--- src/rtl/qirq_pkg.sv ---
// Shared encodings for the queue interrupt unit.
package qirq_pkg;
    // Flag index inside a lower queue's 4-bit flag group.
    typedef enum logic [1:0] {
        FLG_EMPTY      = 2'd0,
        FLG_NEAR_EMPTY = 2'd1,
        FLG_NEAR_FULL  = 2'd2,
        FLG_FULL       = 2'd3
    } flag_sel_e;

    localparam int SEL_W     = 3;  // selector field width
    localparam int SLOT_W    = 4;  // slot width in a selector register
    localparam int SLOTS_PER = 8;  // slots per 32-bit selector register
    localparam int FLAGS_PER = 4;  // flags per lower queue
endpackage

--- src/rtl/qirq_src_sel.sv ---
// Per-queue condition selection for the lower half.
// Assumes: src packs 3 bits per queue, bit 2 = invert, bits 1:0 = flag code;
// flags packs 4 bits per queue indexed by the flag code.
module qirq_src_sel
    import qirq_pkg::*;
#(
    parameter int HALF = 32
) (
    input  logic [FLAGS_PER*HALF-1:0] flags,
    input  logic [SEL_W*HALF-1:0]     src,
    output logic [HALF-1:0]           cond
);
    for (genvar q = 0; q < HALF; q++) begin : g_q
        logic [FLAGS_PER-1:0] grp;
        logic [SEL_W-1:0]     fld;
        // Pick the coded flag and apply the inversion bit.
        always_comb begin
            grp     = flags[FLAGS_PER*q +: FLAGS_PER];
            fld     = src[SEL_W*q +: SEL_W];
            cond[q] = grp[fld[1:0]] ^ fld[2];
        end
    end
endmodule

--- src/rtl/qirq_pend.sv ---
// Edge detection, pending bits and the registered interrupt line of one half.
// Assumes: clr is a one-cycle write-one-to-clear mask; a rising edge in the
// same cycle as a clear leaves the bit set. The previous-condition flop keeps
// tracking during reset so that a level present at reset exit is not an edge.
module qirq_pend #(
    parameter int W = 32
) (
    input  logic         clk,
    input  logic         rst_n,
    input  logic [W-1:0] cond,
    input  logic [W-1:0] clr,
    input  logic [W-1:0] en,
    output logic [W-1:0] pend,
    output logic         irq
);
    logic [W-1:0] prev;
    logic [W-1:0] rise;

    // Remember last cycle's condition (also during reset).
    always_ff @(posedge clk) prev <= cond;

    // Rising edges of the condition.
    always_comb rise = cond & ~prev;

    // Pending bits: clear on write-one, set on edge, set has priority.
    always_ff @(posedge clk) begin
        if (!rst_n) pend <= '0;
        else        pend <= (pend & ~clr) | rise;
    end

    // Interrupt line registered from enabled pending bits.
    always_ff @(posedge clk) begin
        if (!rst_n) irq <= 1'b0;
        else        irq <= |(pend & en);
    end

    AST_SET_ON_RISE: assert property (@(posedge clk) disable iff (!rst_n)
        (rise != '0) |=> ((pend & $past(rise)) == $past(rise)));

    AST_CLR_ONLY_BY_WRITE: assert property (@(posedge clk) disable iff (!rst_n)
        1'b1 |=> ((($past(pend) & ~pend) & ~$past(clr)) == '0));

    AST_SET_BEATS_CLEAR: assert property (@(posedge clk) disable iff (!rst_n)
        ((clr & rise) != '0) |=> ((pend & $past(clr & rise)) == $past(clr & rise)));
endmodule

--- src/rtl/qirq_unit.sv ---
// Queue interrupt unit: lower-half selectors, upper-half fixed condition,
// per-half enable and pending registers and two registered interrupt lines.
// Assumes: HALF is a multiple of 8 and not above DATA_W; DATA_W is 32 so that
// eight 4-bit selector slots fill one register. Reads are combinational.
module qirq_unit
    import qirq_pkg::*;
#(
    parameter int HALF   = 32,
    parameter int DATA_W = 32,
    parameter int ADDR_W = $clog2(HALF / SLOTS_PER + 4)
) (
    input  logic                      clk,
    input  logic                      rst_n,
    input  logic [FLAGS_PER*HALF-1:0] lo_flags,
    input  logic [HALF-1:0]           hi_nempty,
    input  logic                      wr_en,
    input  logic [ADDR_W-1:0]         wr_addr,
    input  logic [DATA_W-1:0]         wr_data,
    input  logic [ADDR_W-1:0]         rd_addr,
    output logic [DATA_W-1:0]         rd_data,
    output logic                      irq_lo,
    output logic                      irq_hi
);
    localparam int SRC_REGS = HALF / SLOTS_PER;
    localparam logic [ADDR_W-1:0] A_EN_LO   = ADDR_W'(SRC_REGS);
    localparam logic [ADDR_W-1:0] A_EN_HI   = ADDR_W'(SRC_REGS + 1);
    localparam logic [ADDR_W-1:0] A_PEND_LO = ADDR_W'(SRC_REGS + 2);
    localparam logic [ADDR_W-1:0] A_PEND_HI = ADDR_W'(SRC_REGS + 3);

    logic [SEL_W*HALF-1:0] src_q;
    logic [HALF-1:0]       en_lo, en_hi;
    logic [HALF-1:0]       pend_lo, pend_hi;
    logic [HALF-1:0]       cond_lo, cond_hi;
    logic [HALF-1:0]       clr_lo, clr_hi;

    // Selector registers: each queue takes its slot of the addressed word.
    always_ff @(posedge clk) begin
        if (!rst_n) begin
            src_q <= '0;
        end else if (wr_en) begin
            for (int q = 0; q < HALF; q++) begin
                if (wr_addr == ADDR_W'(q / SLOTS_PER))
                    src_q[SEL_W*q +: SEL_W] <= wr_data[SLOT_W*(q % SLOTS_PER) +: SEL_W];
            end
        end
    end

    // Enable registers, one per half.
    always_ff @(posedge clk) begin
        if (!rst_n) begin
            en_lo <= '0;
            en_hi <= '0;
        end else if (wr_en) begin
            if (wr_addr == A_EN_LO) en_lo <= wr_data[HALF-1:0];
            if (wr_addr == A_EN_HI) en_hi <= wr_data[HALF-1:0];
        end
    end

    // Write-one-to-clear masks for the pending registers.
    always_comb begin
        clr_lo = (wr_en && wr_addr == A_PEND_LO) ? wr_data[HALF-1:0] : '0;
        clr_hi = (wr_en && wr_addr == A_PEND_HI) ? wr_data[HALF-1:0] : '0;
    end

    // Upper queues: fixed "not nearly empty" condition.
    always_comb cond_hi = ~hi_nempty;

    qirq_src_sel #(.HALF(HALF)) u_sel (
        .flags (lo_flags),
        .src   (src_q),
        .cond  (cond_lo)
    );

    qirq_pend #(.W(HALF)) u_pend_lo (
        .clk   (clk),
        .rst_n (rst_n),
        .cond  (cond_lo),
        .clr   (clr_lo),
        .en    (en_lo),
        .pend  (pend_lo),
        .irq   (irq_lo)
    );

    qirq_pend #(.W(HALF)) u_pend_hi (
        .clk   (clk),
        .rst_n (rst_n),
        .cond  (cond_hi),
        .clr   (clr_hi),
        .en    (en_hi),
        .pend  (pend_hi),
        .irq   (irq_hi)
    );

    // Read multiplexer; reserved slot bits and unused addresses read zero.
    always_comb begin
        rd_data = '0;
        if (rd_addr == A_EN_LO)        rd_data[HALF-1:0] = en_lo;
        else if (rd_addr == A_EN_HI)   rd_data[HALF-1:0] = en_hi;
        else if (rd_addr == A_PEND_LO) rd_data[HALF-1:0] = pend_lo;
        else if (rd_addr == A_PEND_HI) rd_data[HALF-1:0] = pend_hi;
        else begin
            for (int q = 0; q < HALF; q++) begin
                if (rd_addr == ADDR_W'(q / SLOTS_PER))
                    rd_data[SLOT_W*(q % SLOTS_PER) +: SEL_W] = src_q[SEL_W*q +: SEL_W];
            end
        end
    end

    AST_LO_LINE_NEEDS_ENABLE: assert property (@(posedge clk) disable iff (!rst_n)
        irq_lo |-> $past(en_lo != '0));

    AST_HI_LINE_NEEDS_ENABLE: assert property (@(posedge clk) disable iff (!rst_n)
        irq_hi |-> $past(en_hi != '0));
endmodule

--- config.mk ---
export PLATFORM = sky130hd
export DESIGN_NAME = qirq_unit
export DESIGN_NICKNAME = d
export VERILOG_FILES = /design/src/rtl/qirq_pkg.sv /design/src/rtl/qirq_src_sel.sv /design/src/rtl/qirq_pend.sv /design/src/rtl/qirq_unit.sv
export SDC_FILE = /design/constraint.sdc
export NUM_CORES = 1
export LEC_CHECK = 0
export ABC_AREA = 1
export ABC_CLOCK_PERIOD_IN_PS = 3630
export BUFFER_PORTS_ARGS = -buffer_cell sky130_fd_sc_hd__buf_2
export CORE_MARGIN = 4
export CORE_UTILIZATION = 50
export CTS_BUF_LIST = sky130_fd_sc_hd__clkbuf_4
export DETAILED_ROUTE_END_ITERATION = 7
export GPL_TIMING_DRIVEN = 0
export MAX_ROUTING_LAYER = met4
export PLACE_DENSITY_LB_ADDON = 0.3
export SKIP_LAST_GASP = 1
export SLEW_MARGIN = 15
export SYNTH_ARGS = -nofsm -noshare
export SYNTH_HDL_FRONTEND = slang
export SYNTH_SLANG_ARGS = --single-unit
--- constraint.sdc ---
create_clock -name clk -period 3.63 [get_ports clk]
set_clock_uncertainty 0.05 [all_clocks]
set_input_delay 0.726 -clock clk [delete_from_list [all_inputs] [get_ports clk]]
set_output_delay 0.726 -clock clk [all_outputs]
set_load 0.02 [all_outputs]
# [After elaboration in Yosys (flattened, before gate mapping)]
# Index checks and enable logic that the tools add are counted.
[word_totals] output_inout_bits=34 wordCells=232 ff_bits=290 input_bits=201
[classes] n_eq_ne=14 bitwise=45 magnitude_cmp=32 mux=117 reduce_logical=12
[op_table] op="32-bit AND" n=6
[op_table] op="32-bit 2-to-1 mux" n=5
[op_table] op="32-bit NOT" n=5
[op_table] op="3-bit 2-to-1 mux" n=40
[op_table] op="2-bit by 3-bit less-than comparator with 1-bit output, second input constant" n=32
[op_table] op="1-bit binary-select mux with 2-bit select" n=32
[op_table] op="32-bit bitwise OR" n=2
[op_table] op="32-bit OR reduction" n=2
[op_table] op="1-bit 2-to-1 mux" n=40
[op_table] op="1-bit XOR" n=32
[op_table] op="3-bit == test, second input constant" n=8
[op_table] op="3-bit by 2-bit == test with 1-bit output, second input constant" n=4
[op_table] op="2-bit AND reduction" n=6
[op_table] op="3-bit by 1-bit == test with 1-bit output, second input constant" n=2
[op_table] op="3-bit logical NOT" n=2
[op_table] op="1-bit logical AND" n=2

# [Logic depth before layout (Yosys ltp)]
[depth] ltp_word=9 depth_mapped=8 mapped_depth_nobuf=7

# [By module]
# Synthesis repeated with hierarchy kept, for this count alone.
[hier_totals] hier_cells=2057 area_unflattened_um2=13756.9
[by_module_without_submodules] module="qirq_unit" cells_each=1057 seq_area_each_um2=3203.1 area_each_um2=7423.4 n_inst=1
[by_module_without_submodules] module="qirq_pend" cells_each=292 seq_area_each_um2=1301.2 area_each_um2=2245.9 n_inst=2
[by_module_without_submodules] module="qirq_src_sel" cells_each=416 seq_area_each_um2=0.0 area_each_um2=1841.8 n_inst=1

# [Least setup slack after synthesis]
# No wires, ideal clock.
[synth_path] path_kind="input to output" start="input rd_addr[0]" end="output rd_data[0]" arrival_ns=1.670 t_required_ns=2.854 path_slack_ns=1.184 n_path_buf=2 stages=8 cell_sequence="buf_4 nand2_4 nor2_4 inv_2 buf_6 or2_0 nand2_1 nand4_1"
[synth_via] elab_chain_len=9 elab_cells_between_ends=16 cone_classes="7 x eq/ne; 8 x mux; 1 x reduce/logical"
[synth_rtl] item="from (decl)" line_no="qirq_unit.sv:19" rtl="input logic [ADDR_W-1:0] rd_addr,"
[synth_rtl] item="3-bit logical NOT" line_no="qirq_unit.sv:103" rtl="if (rd_addr == ADDR_W'(q / SLOTS_PER))"
[synth_rtl] item="3-bit 2-to-1 mux (4 in a row)" line_no="qirq_unit.sv:103"
[synth_rtl] item="3-bit 2-to-1 mux" line_no="qirq_unit.sv:100" rtl="else if (rd_addr == A_PEND_HI) rd_data[HALF-1:0] = pend_hi;"
[synth_rtl] item="32-bit 2-to-1 mux" line_no="qirq_unit.sv:99" rtl="else if (rd_addr == A_PEND_LO) rd_data[HALF-1:0] = pend_lo;"
[synth_rtl] item="32-bit 2-to-1 mux" line_no="qirq_unit.sv:98" rtl="else if (rd_addr == A_EN_HI) rd_data[HALF-1:0] = en_hi;"
[synth_rtl] item="32-bit 2-to-1 mux (*)" line_no="qirq_unit.sv:97" rtl="if (rd_addr == A_EN_LO) rd_data[HALF-1:0] = en_lo;"
[synth_rtl] item="to (decl)" line_no="qirq_unit.sv:20" rtl="output logic [DATA_W-1:0] rd_data,"
# Mark *: on every way between the ends. The rest lies on a longest branch, timed or not.

# [Worst setup path after layout]
[layout_path] start="input rd_addr[1]" end="output rd_data[31]"
[layout_via] elab_chain_len=5 elab_cells_between_ends=8 cone_classes="4 x eq/ne; 4 x mux"
[layout_rtl] item="3-bit == test" line_no="qirq_unit.sv:100"
[layout_rtl] item="1-bit 2-to-1 mux" line_no="qirq_unit.sv:100"
[layout_rtl] item="32-bit 2-to-1 mux" line_no="qirq_unit.sv:99"
[layout_rtl] item="32-bit 2-to-1 mux" line_no="qirq_unit.sv:98"
[layout_rtl] item="32-bit 2-to-1 mux (*)" line_no="qirq_unit.sv:97"
# Marks and branches as above.

==> qor.log <==
INFO  synth          mappedNetlistArea=13,000µm²
INFO  final_layout   postLayoutCoreUtil=61.5%
INFO  synth          yosysWarningCount=0
INFO  timing         unrepaired_setup_endpoints_after_global_routing=no
INFO  synth          post_synth_num_cell_types=26
INFO  die            initial_utilization=51.4%
INFO  power_and_ir_drop power.sequential.fraction=47.2%
INFO  clock_tree     postCtsSetupRepairBufs=0
INFO  timing         final.min_clock_period=3.08ns
INFO  power_and_ir_drop netSwitchingPower=2.16mW
INFO  critical_path  critical_path.max_fanout=10
INFO  synth          synth_top_cells_by_area=dfxtp_1 44%, nand2_1 12%, a21oi_1 9.9%
INFO  place          port_buffers=230
INFO  routing        drt_pass1_iterations=6
INFO  min_path       hold_class=input port to flop
INFO  clock_tree     clkSlewWorstSetupHoldPaths=0.06ns
INFO  clock_tree     cts_hold_buf=0
INFO  synth          synth-seq-area-share=44.5%
INFO  synth          synth_largest_type_area_fraction=44.5%
INFO  synth          syn_nets=2,039
INFO  clock_tree     post_cts.resized_instances=0
INFO  final_layout   area_growth_syn_to_layout=19.7%
INFO  clock_tree     cts_htree_levels=3
INFO  routing        drt.antenna.violating_nets=0
INFO  final_layout   layout_common_cells=406 x nand2_1, 290 x dfxtp_1, 266 x buf_2, 258 x a21oi_1, 245 x o21ai_0
INFO  global_route   antenna_found_initial=2
INFO  critical_path  timing.reg2reg.setup_slack=2.18ns
INFO  clock_tree     cts-root-buf=clkbuf_4
INFO  place          dp_area=14,600µm²
INFO  place          routabilityCongestion=0.955
INFO  status         outcome=complete, no violations
INFO  clock_tree     cts_sinks=290
INFO  die            die_height=170µm
INFO  global_route   grt_first_pass_wirelength=75,400µm
INFO  routing        routedWlPerCell=19.9µm
INFO  place          hpwlAfterDp=39,100µm
INFO  timing         max_freq=325MHz
INFO  final_layout   layout.filler_cells=2,441
INFO  power_and_ir_drop power.share.combinational=12.9%
INFO  power_and_ir_drop power.switching_fraction=29.1%
INFO  timing         timing.setup.tns=0ns
INFO  routing        vias=14,500
INFO  power_and_ir_drop p_int=5.28mW
INFO  global_route   globalRouteTotalUtil=34.9%
INFO  timing         setup-violations-final=0
INFO  clock_tree     worstSkewPairLatency=0.70ns
INFO  global_route   busiest_layer=met2
INFO  final_layout   post-route-cell-area=15,600µm²
INFO  timing         worst_hold_check_slack=0.135ns
INFO  global_route   vias_in_the_first_global_route=13,700
INFO  critical_path  worst-endpoint-arrival=2.30ns
INFO  final_layout   final_layout_size_suffix_gt1_share=20.1%
INFO  critical_path  worst-setup-path-type=input port to primary output
INFO  die            coreArea=25,400µm²
INFO  clock_tree     clock_tree_buf_depth=3
INFO  synth          yosys_register_bits=290
INFO  timing         slew_headroom=51.3%
INFO  critical_path  worstSetupStartpointType=input port
INFO  routing        drt_drc_violations_left=0
INFO  job            max_cap_violations=0
INFO  global_route   grt_start_max_net_pins=12
INFO  die            floorplan.rows=58
INFO  timing         timing_hold_violations_final=0
INFO  synth          average_instance_area_after_synthesis=7.10µm²
INFO  routing        route.final.wire_length=50,400µm
INFO  final_layout   mostFrequentLayoutCell=nand2_1
INFO  global_route   grt.met3_usage=5.61%
INFO  routing        drt_iter0_drc=1,411
INFO  timing         measured_slew_at_the_worst_slew_check_pin=0.731ns
INFO  timing         max_slew_violation_count=0
INFO  synth          netlist_instances=1,838
INFO  clock_tree     cts_tree=done
INFO  global_route   groute.layer.met2.usage=56.2%
INFO  synth          yosys.area.top_type=dfxtp_1
INFO  power_and_ir_drop peakVddDrop=0.000326V
INFO  power_and_ir_drop power_per_cell_area=476nW/µm²
INFO  critical_path  cp-end-kind=primary output
INFO  critical_path  critical_path_required=2.85ns
INFO  power_and_ir_drop clock_group_share_of_total_power=39.9%
INFO  die            die_width=170µm
INFO  power_and_ir_drop p_leak=7.14nW
INFO  die            pin_count=235
INFO  global_route   grt_util_met1=43.9%
INFO  final_layout   num-nets-final=2,348
INFO  timing         final_min_period_over_clock_period=84.9%
INFO  die            floorplan.die_area=28,700µm²
INFO  routing        avgViaCountPerCell=5.70
INFO  clock_tree     numCtsBuffers=77
INFO  global_route   grt_remaining_overflow=0
Yosys cell counts:
| master | number |
|---|---|
| nor2_1 | 20 |
| inv_4 | 1 |
| o21ai_1 | 7 |
| a21oi_1 | 258 |
| nand3_1 | 125 |
| inv_1 | 179 |
| nor3_1 | 1 |
| buf_6 | 3 |
| nand4_1 | 98 |
| a22oi_1 | 8 |
| o211ai_1 | 4 |
| inv_2 | 12 |
| o21ai_0 | 245 |
| nor2_4 | 3 |
| or2_0 | 20 |
| or2_2 | 32 |
| and2_1 | 32 |
| clkbuf_2 | 1 |
| buf_2 | 36 |
| nand2_1 | 406 |
| clkbuf_1 | 47 |
| nand2_4 | 1 |
| buf_4 | 7 |
| nand3_2 | 1 |
| buf_1 | 1 |
| dfxtp_1 | 290 |
worst max-delay path, cell delays in order:
cell,delay (ns)
buf_6,0.13
inv_2,0.14
nand3_2,0.22
inv_1,0.13
buf_4,0.22
buf_4,0.25
nand2_1,0.08
o211ai_1,0.17
buf_2,0.23
metrics by stage:
stage	power [mW]	std cells	setup slack, ns
after floorplan	4.06	1838	1.18
after global placement	4.49	2398	0.616
after detailed placement	4.51	2398	0.605
after CTS	7.44	2533	0.605
after global routing	7.74	2535	0.511
final	7.44	2535	0.549
path summary, 6_finish.rpt:
| check | cells past startpoint | to | start |
|---|---|---|---|
| worst min register to register | 2 | en_hi[30] | en_hi[30] |
| worst min-delay path | 2 | u_pend_hi.prev[4] | hi_nempty[4] |
| worst max-delay path | 9 | rd_data[31] | rd_addr[1] |
| worst max register to register | 6 | u_pend_lo.pend[25] | src_q[75] |
flip-flops by register name, indices dropped and copies added (netlist names):
name,flops
u_pend_hi.prev,32
en_lo,32
u_pend_hi.pend,32
src_q,96
u_pend_lo.pend,32
u_pend_hi.irq,1
en_hi,32
u_pend_lo.irq,1
u_pend_lo.prev,32
cells by family after synthesis:
logic type | synth area share [%]
AOI/OAI and AO/OA | 20.3
DFF | 44.5
and+or+nand+nor | 26.2
buffers and inverters | 9.01
layer usage:
metal	vias to the layer above	share of wire, %
met5	-	0
li1	6821	-
met4	0	4.4
met2	713	46
met3	143	8.4
met1	6773	41
power groups by stage:
| stage | clock, mW | sequential, mW | combinational (mW) |
|---|---|---|---|
| floorplan | 0 | 3.53 | 0.532 |
| detailed placement | 0 | 3.57 | 0.938 |
| global route | 3.17 | 3.52 | 1.05 |
| global placement | 0 | 3.57 | 0.922 |
| finish | 2.97 | 3.51 | 0.962 |
| CTS | 3.00 | 3.50 | 0.944 |
area by class of cell:
class | count | area (µm²) | share of cell area [%]
multi-input combinational | 1261 | 6070 | 38.9
sequential | 290 | 5810 | 37.2
timing repair buffer | 230 | 1150 | 7.37
clock buffer | 106 | 796 | 5.10
inverter | 192 | 723 | 4.63
buffer | 95 | 452 | 2.89
tap | 330 | 413 | 2.64
clock inverter | 29 | 200 | 1.28
antenna | 2 | 5.00 | 0.0321
Note: power is estimated with default switching activity, not from simulation.
